`config.mk`:
```
export PLATFORM = sky130hd
export DESIGN_NAME = sel_route4
export DESIGN_NICKNAME = d
export VERILOG_FILES = /design/src/rtl/sr4_pkg.sv /design/src/rtl/sr4_tick.sv /design/src/rtl/sr4_sync.sv /design/src/rtl/sr4_qual.sv /design/src/rtl/sr4_route.sv /design/src/rtl/sel_route4.sv
export SDC_FILE = /design/constraint.sdc
export NUM_CORES = 1
export LEC_CHECK = 0
export ABC_AREA = 1
export BUFFER_PORTS_ARGS = -buffer_cell sky130_fd_sc_hd__buf_4
export CORE_MARGIN = 3
export CORE_UTILIZATION = 34
export DETAILED_ROUTE_END_ITERATION = 10
export SKIP_LAST_GASP = 1
export SYNTH_ARGS = -nofsm -noshare
export SYNTH_HDL_FRONTEND = slang
export SYNTH_SLANG_ARGS = --single-unit
```
`constraint.sdc`:
```
create_clock -name clk -period 1.6 [get_ports clk]
set_clock_uncertainty 0.1 [all_clocks]
set_input_delay 0.32 -clock clk [delete_from_list [all_inputs] [get_ports clk]]
set_output_delay 0.32 -clock clk [all_outputs]
set_load 0.1 [all_outputs]
```
`src/rtl/sr4_pkg.sv`:
```
package sr4_pkg;
  localparam int unsigned NUM_LANES = 4;
  localparam int unsigned ADDR_W    = $clog2(NUM_LANES);

  typedef logic [ADDR_W-1:0]    lane_addr_t;
  typedef logic [NUM_LANES-1:0] lane_vec_t;

  // One-hot lane mask for a qualified address.
  function automatic lane_vec_t lane_mask(input lane_addr_t a);
    lane_vec_t m;
    m = '0;
    m[a] = 1'b1;
    return m;
  endfunction

  // Saturating increment used for sample run lengths.
  function automatic int unsigned run_step(input int unsigned cur, input int unsigned cap);
    return (cur >= cap) ? cap : cur + 1;
  endfunction
endpackage

```
`src/rtl/sr4_tick.sv`:
```
module sr4_tick #(
  parameter int unsigned TICK_DIV = 130
) (
  input  logic clk,
  input  logic rst_n,
  output logic tick
);
  localparam int unsigned CNT_W = (TICK_DIV > 1) ? $clog2(TICK_DIV) : 1;
  localparam logic [CNT_W-1:0] LAST = CNT_W'(TICK_DIV - 1);

  logic [CNT_W-1:0] cnt_q;

  assign tick = (cnt_q == LAST);

  always_ff @(posedge clk or negedge rst_n) begin
    if (!rst_n)    cnt_q <= '0;
    else if (tick) cnt_q <= '0;
    else           cnt_q <= cnt_q + 1'b1;
  end
endmodule

```
`src/rtl/sr4_sync.sv`:
```
module sr4_sync #(
  parameter int unsigned WIDTH  = 2,
  parameter int unsigned STAGES = 2
) (
  input  logic             clk,
  input  logic             rst_n,
  input  logic [WIDTH-1:0] d,
  output logic [WIDTH-1:0] q
);
  logic [WIDTH-1:0] chain_q [STAGES];

  genvar s;
  generate
    for (s = 0; s < STAGES; s++) begin : g_stage
      if (s == 0) begin : g_first
        always_ff @(posedge clk or negedge rst_n) begin
          if (!rst_n) chain_q[0] <= '0;
          else        chain_q[0] <= d;
        end
      end else begin : g_next
        always_ff @(posedge clk or negedge rst_n) begin
          if (!rst_n) chain_q[s] <= '0;
          else        chain_q[s] <= chain_q[s-1];
        end
      end
    end
  endgenerate

  assign q = chain_q[STAGES-1];
endmodule

```
`src/rtl/sr4_qual.sv`:
```
module sr4_qual
  import sr4_pkg::*;
#(
  parameter int unsigned QUAL_SAMPLES = 2
) (
  input  logic       clk,
  input  logic       rst_n,
  input  logic       tick,
  input  lane_addr_t samp_addr,
  output lane_addr_t qual_addr,
  output logic       qual_valid,
  output logic       qual_update
);
  localparam int unsigned RUN_W = $clog2(QUAL_SAMPLES + 1);

  lane_addr_t       cand_q;
  logic [RUN_W-1:0] run_q;
  logic [RUN_W-1:0] run_nxt;
  logic             run_met;
  logic             differs;

  always_comb begin
    if (samp_addr == cand_q && run_q != '0)
      run_nxt = RUN_W'(run_step(int'(run_q), QUAL_SAMPLES));
    else
      run_nxt = RUN_W'(1);
    run_met = (int'(run_nxt) >= QUAL_SAMPLES);
    differs = !qual_valid || (samp_addr != qual_addr);
  end

  always_ff @(posedge clk or negedge rst_n) begin
    if (!rst_n) begin
      cand_q      <= '0;
      run_q       <= '0;
      qual_addr   <= '0;
      qual_valid  <= 1'b0;
      qual_update <= 1'b0;
    end else begin
      qual_update <= 1'b0;
      if (tick) begin
        cand_q <= samp_addr;
        run_q  <= run_nxt;
        if (run_met && differs) begin
          qual_addr   <= samp_addr;
          qual_valid  <= 1'b1;
          qual_update <= 1'b1;
        end
      end
    end
  end
endmodule

```
`src/rtl/sr4_route.sv`:
```
module sr4_route
  import sr4_pkg::*;
(
  input  logic       clk,
  input  logic       rst_n,
  input  logic       csel_in_n,
  input  lane_addr_t qual_addr,
  input  logic       qual_valid,
  output lane_vec_t  csel_out_n,
  output lane_vec_t  csel_oe
);
  lane_vec_t oe_nxt;

  assign oe_nxt = qual_valid ? lane_mask(qual_addr) : '0;

  // Whole-vector register: old bit falls and new bit rises on one edge.
  always_ff @(posedge clk or negedge rst_n) begin
    if (!rst_n) csel_oe <= '0;
    else        csel_oe <= oe_nxt;
  end

  genvar i;
  generate
    for (i = 0; i < NUM_LANES; i++) begin : g_lane
      assign csel_out_n[i] = csel_in_n;
    end
  endgenerate
endmodule

```
`src/rtl/sel_route4.sv`:
```
module sel_route4
  import sr4_pkg::*;
#(
  parameter int unsigned TICK_DIV     = 130,
  parameter int unsigned QUAL_SAMPLES = 2,
  parameter int unsigned SYNC_STAGES  = 2
) (
  input  logic                 clk,
  input  logic                 rst_n,
  input  logic                 csel_in_n,
  input  logic [ADDR_W-1:0]    addr_in,
  output logic [NUM_LANES-1:0] csel_out_n,
  output logic [NUM_LANES-1:0] csel_oe
);
  logic       tick;
  lane_addr_t sync_addr;
  lane_addr_t qual_addr;
  logic       qual_valid;
  logic       qual_update;

  sr4_tick #(.TICK_DIV(TICK_DIV)) tick_i (
    .clk(clk), .rst_n(rst_n), .tick(tick)
  );

  sr4_sync #(.WIDTH(ADDR_W), .STAGES(SYNC_STAGES)) sync_i (
    .clk(clk), .rst_n(rst_n), .d(addr_in), .q(sync_addr)
  );

  sr4_qual #(.QUAL_SAMPLES(QUAL_SAMPLES)) qual_i (
    .clk(clk), .rst_n(rst_n), .tick(tick), .samp_addr(sync_addr),
    .qual_addr(qual_addr), .qual_valid(qual_valid), .qual_update(qual_update)
  );

  sr4_route route_i (
    .clk(clk), .rst_n(rst_n), .csel_in_n(csel_in_n),
    .qual_addr(qual_addr), .qual_valid(qual_valid),
    .csel_out_n(csel_out_n), .csel_oe(csel_oe)
  );
endmodule

```
; Word level (Yosys, flattened, before mapping)
; Index checks and enable logic that the tools add are counted.
[totals]
register_bits = 23
[op_classes]
addsub = 2
magnitude_cmp = 4
eq_ne = 3
n_mux = 6
reduce_logical = 7
[op_table]
columns = operator, count
row1 = "adder 8 x 1 -> 8 bit, second input constant", 1
row2 = "equality test 8 bit, second input constant", 1
row3 = two-way mux 8 bit, 1
row4 = ">= comparator 2 bit, second input constant", 2
row5 = two-way mux 2 bit, 2
row6 = two-way mux 4 bit, 1
row7 = logical AND 1 bit, 3
row8 = "< comparator 2 x 3 -> 1 bit, second input constant", 1
row9 = "adder 2 x 1 -> 2 bit, second input constant", 1
row10 = demux 1 bit (select 2 bit), 1
row11 = equality test 2 bit, 1
row12 = ">= comparator 2 x 1 -> 1 bit, second input constant", 1
row13 = != test 2 bit, 1
row14 = AND reduction 2 bit, 1
row15 = nonzero test 2 bit, 1
row16 = zero test 1 bit, 1
row17 = logical OR 1 bit, 1
row18 = two-way mux 1 bit, 1

; Logic depth before layout (Yosys ltp)
[logic_depth]
word_depth = 6
ltp_mapped = 8
depth_no_buf = 7

; By module
; A second synthesis with hierarchy kept.
[unflattened]
cells_unflattened = 119
area_unflattened_um2 = 1084.8
[modules_own_cells]
columns = module, n_inst, cells_each, area_each_um2, seq_area_each_um2
row1 = sr4_tick, 1, 52, 427.9, 200.2
row2 = sr4_qual, 1, 45, 381.6, 200.2
row3 = sr4_route, 1, 16, 160.2, 100.1
row4 = sr4_sync, 1, 6, 115.1, 100.1

; Worst setup path after synthesis
; No wires, ideal clock.
[synth_path]
path_type = reg2out
from = register route_i.csel_oe[0]
to = output port csel_oe[0]
arrival_ns = 0.883
slack_ns = 0.297
stages_incl_launch_ff = 1
n_path_buf = 0
path_cell_list = dfrtp_1
[synth_rtl]
columns = item, line
row1 = start: declaration, sr4_route.sv:10  ; output lane_vec_t csel_oe
row2 = start signal: assignment, sr4_route.sv:19  ; else csel_oe <= oe_nxt;
row3 = end: declaration, sel_route4.sv:13  ; output logic [NUM_LANES-1:0] csel_oe
; No word-level cell between the ends.

; Final worst setup path
[layout_path]
from = register tick_i.cnt_q[1]
to = register qual_i.qual_addr[0]
[layout_via]
elab_chain_cells = 2
[layout_rtl]
columns = item, line
row1 = start: declaration, sr4_tick.sv:11  ; logic [CNT_W-1:0] cnt_q;
row2 = start signal: assignment, sr4_tick.sv:18  ; else cnt_q <= cnt_q + 1'b1;
row3 = equality test 8 bit, sr4_tick.sv:13  ; assign tick = (cnt_q == LAST);
row4 = AND reduction 2 bit (no line), -
row5 = end signal: assignment, sr4_qual.sv:44  ; qual_addr <= samp_addr;
row6 = end: declaration, sr4_qual.sv:10  ; output lane_addr_t qual_addr,
; No other way between the ends.
; A chain may end at the register's enable or synchronous reset.

==> impl.org <==
** Synth
- Post-synth EDFFs :: 0
- The share of the Yosys chip area taken by registers is 0.594.
- Total of flip-flops plus latches after synthesis :: 23
- For this run, asynchronously set or reset flops after synthesis account for 1.00.
- The number of nets handed over by synthesis was about 110.
- Cell count after synthesis :: 101
- Netlist Area Pre-Place :: 968 sq um
- In this run, distinct cell masters in the synthesized netlist total 18.
- Flip-flop cell with the highest count after synthesis :: sky130_fd_sc_hd__dfrtp_1
- Avg Cell Area, Syn :: 9.59 sq um
- The Yosys step of the flow raised 0 warnings.

** Critical path
- Crit Reg-Reg Endpoint :: qual_i.qual_addr[0]$_DFFE_PN0P_
- Category of the worst setup path launch point :: flip-flop
- In this run the critical register-to-register path is launched from tick_i.cnt_q[1]$_DFF_PN0_.
- Classification of the worst setup path :: reg2reg
- The worst setup path is captured at a flip-flop.
- CP arrival :: 1510 ps
- R2R setup slack :: 190 ps
- Cells on worst reg2reg path :: 7
- Highest net fanout along the worst path :: 9
- Worst path required time :: 1700 ps

** Timing
- Number of setup violations in the final report :: 0
- Number of endpoints with negative hold slack in the final report :: 0
- Post-layout min period :: about 1400 ps
- Of the available clock period, the critical path in the final layout requires 0.879.
- Unrepaired setup endpoints after global routing :: false
- The total count of max-transition violations in the final report came to 0.
- The worst pin sits at a relative slew slack of 0.809.
- For the pin with the worst max-slew slack, the measured transition is 287 ps.
- Once routing completed, OpenROAD measured the worst setup slack at 193 ps.
- TNS Setup :: 0 ps
- Peak clock frequency supported by timing :: approximately 710 MHz

** Clock tree
- Htree depth :: 1
- Post-CTS setup buffer count :: 0
- The cell sitting at the root of the clock tree is a sky130_fd_sc_hd__clkbuf_4.
- Number of buffers created by CTS :: 3
- CTS saw 23 sinks.
- Counting along the longest clock path gives a buffer depth of 2.
- Clock-pin slew was measured on the worst setup and hold paths at 120 ps.
- TritonCTS built the clock tree.
- Clock insertion delay at the later pin of the skew report :: 300 ps

** Floorplanning
- The floorplan has 18 rows.
- Area of the core :: 2590 sq um
- Io pins :: 13
- Height of the die :: a little under 60 um
- The floorplan step set the die width to 59.4 um.
- For this configuration, the core starts out at a cell density of 0.374.
- Overall die area :: roughly 3500 sq um

** Power
- PD cells :: 805 nW/um^2
- Switching portion of total power :: 0.205
- Clock network power share :: 0.295
- Power share of the sequential group :: 0.675
- The design draws 874 uW.
- VDD sags by at most about 0.38 mV.
- Comb pwr share :: 0.030
- For this design the static power due to leakage is 0.000527 uW.
- Switching pwr :: ~180 uW
- Internal cell power :: 695 uW

** Global routing
- Global routing usage summed across all routing layers :: 0.0968
- Remaining global-route overflow :: 0
- The initial antenna violation count was 0.
- Pin count of the biggest net entering global routing :: 24
- The number of global-route vias before repair came to 629.
- Wire length of the first global-routing pass :: 2610 um

** Finish
- The multi-input combinational cells in the finished layout cover a total of 300 sq um.
- Number of fill cells in the layout :: 246
- Most used cells in the layout excluding fill and tap cells :: sky130_fd_sc_hd__dfrtp_1, sky130_fd_sc_hd__nand2_1, sky130_fd_sc_hd__inv_1, sky130_fd_sc_hd__nor2_1, sky130_fd_sc_hd__buf_4
- After the flow finishes, the layout carries non-filler instances totaling 141.
- Reg area :: about 580 sq um
- Number of diodes :: 0
- Most common cell after layout, fill and taps aside :: sky130_fd_sc_hd__dfrtp_1
- From synthesis to final layout, the design area changed by 12.1%.
- Net count, final :: 119
- In the final layout, the share of cells above drive strength 1 is 0.126.

** Status
- The flow ran to the end, and the final reports show no timing, DRC or antenna violations.

** Min path
- Depth of the worst hold-timing path :: 0
- Min-delay src :: sync_i.chain_q[2]$_DFF_PN0_
- The worst hold path belongs to the class reg2reg.
- For hold timing, the worst endpoint is sync_i.q[0]$_DFF_PN0_.

** Detailed routing
- Number of iterations in the first detailed-routing pass :: 3
- Average wire per cell in the routed design :: 10.3 um
- Vias per Instance :: 4.51
- After the first detailed-routing iteration, the DRC count stood at 6.
- Routed via count :: 636
- After detailed routing, the total wire length is about 1400 um.
- The detail route stage leaves a number of antenna-violating nets equal to 0.
- Number of remaining DRC errors :: 0

** Place
- Once placement completed, the tool counted placed cells totaling 134.
- Final HPWL DP :: 1030 um
- Timing analysis after detailed placement gives a worst setup slack of 131 ps.
- Number of I/O port buffers :: 7
- Routability-driven placement finished with a final weighted congestion of between 0.8 and 0.9.

** Run
- Max-cap violations in this run came to 0.
[power groups by stage]
stage                     logic, uW  clock network, uW  registers (uW)
after floorplan                51.4                  0             600
after global placement         21.3                  0             601
after detailed placement       21.6                  0             601
after CTS                      25.5                274             590
after global routing           30.6                293             591
final                          26.4                258             590
[worst max-delay path, stage by stage (launching register included)]
cell	delay, ps
sky130_fd_sc_hd__dfrtp_1	420
sky130_fd_sc_hd__inv_1	60
sky130_fd_sc_hd__ha_1	130
sky130_fd_sc_hd__nand3_1	110
sky130_fd_sc_hd__nor2_4	200
sky130_fd_sc_hd__nand2_1	150
sky130_fd_sc_hd__nand2_1	80
sky130_fd_sc_hd__o21ai_1	50
[worst max-delay path by stage]
| stage | startpoint | end | slack, ps | depth (start not counted) |
|---|---|---|---|---|
| 2_1_floorplan | route_i.csel_oe[0]$_DFF_PN0_ | csel_oe[0] | 300 | 0 |
| 3_3_place_gp | tick_i.cnt_q[1]$_DFF_PN0_ | qual_i.qual_addr[0]$_DFFE_PN0P_ | 210 | 7 |
| 3_5_place_dp | tick_i.cnt_q[1]$_DFF_PN0_ | qual_i.qual_addr[0]$_DFFE_PN0P_ | 130 | 7 |
| 4_1_cts | tick_i.cnt_q[1]$_DFF_PN0_ | qual_i.qual_addr[0]$_DFFE_PN0P_ | 100 | 7 |
| 5_1_grt | tick_i.cnt_q[1]$_DFF_PN0_ | qual_i.qual_addr[0]$_DFFE_PN0P_ | 70 | 7 |
| 6_report | tick_i.cnt_q[1]$_DFF_PN0_ | qual_i.qual_addr[0]$_DFFE_PN0P_ | 190 | 7 |
[final cells by class]
class,instances,share of cell area
Tap cell,30,0.0346
Multi-Input combinational cell,58,0.276
Clock buffer,4,0.0242
Timing Repair Buffer,11,0.0829
Sequential cell,23,0.530
Inverter,15,0.0518
[routing by layer]
| metal | share of wire | GRT usage |
|---|---|---|
| met4 | 0 | 0.0421 |
| met1 | 0.48 | 0.124 |
| met3 | 0.038 | 0.0196 |
| met5 | 0 | 0 |
| met2 | 0.48 | 0.158 |
[sequential cells by signal, indices dropped and copies added, names as in the netlist]
name and cells:
qual_i.cand_q 2, route_i.csel_oe 4, tick_i.cnt_q 8, qual_i.run_q 2, sync_i.chain_q 2, qual_i.qual_addr 2, qual_i.qual_valid 1, sync_i.q 2
[cells in the mapped netlist, types with 2 or more instances]
master | count | share of area
sky130_fd_sc_hd__a21oi_1 | 2 | 0.010
sky130_fd_sc_hd__buf_4 | 4 | 0.031
sky130_fd_sc_hd__dfrtp_1 | 23 | 0.59
sky130_fd_sc_hd__ha_1 | 2 | 0.026
sky130_fd_sc_hd__inv_1 | 15 | 0.058
sky130_fd_sc_hd__nand2_1 | 19 | 0.074
sky130_fd_sc_hd__nand3_1 | 7 | 0.036
sky130_fd_sc_hd__nor2_1 | 10 | 0.039
sky130_fd_sc_hd__nor2_2 | 2 | 0.013
sky130_fd_sc_hd__nor3_1 | 3 | 0.015
sky130_fd_sc_hd__o21ai_0 | 5 | 0.026
sky130_fd_sc_hd__xor2_1 | 3 | 0.027
[what timing repair did]
action                                 CTS  global route
endpoints found under the hold margin   24             1
gates resized for setup                  0             1
hold buffers                             2             1
setup endpoints to repair                0             3
[per-stage QoR]
| step | area, sq um | utilization | hold WS [ps] |
|---|---|---|---|
| 6_report | 1090 | 0.419 | 264 |
| 4_1_cts | 1070 | 0.414 | 0.859 |
| 5_1_grt | 1090 | 0.419 | 291 |
| 3_5_place_dp | 1020 | 0.396 | 128 |
| 3_3_place_gp | 1020 | 0.396 | 125 |
| 2_1_floorplan | 968 | - | -75.6 |
[logic make-up (layout without fill, tap and decap cells)]
family / Yosys count / in the layout / share of synthesized area
AND/OR/NAND/NOR: 43 / 43 / 0.194
flip-flops: 23 / 23 / 0.594
buffers and inverters: 20 / 30 / 0.101
AO/OA/AOI/OAI: 9 / 9 / 0.0491
XOR/XNOR: 4 / 4 / 0.0362
adder cells (fa/ha/maj): 2 / 2 / 0.0258
Note: power is estimated with default switching activity, not from simulation.
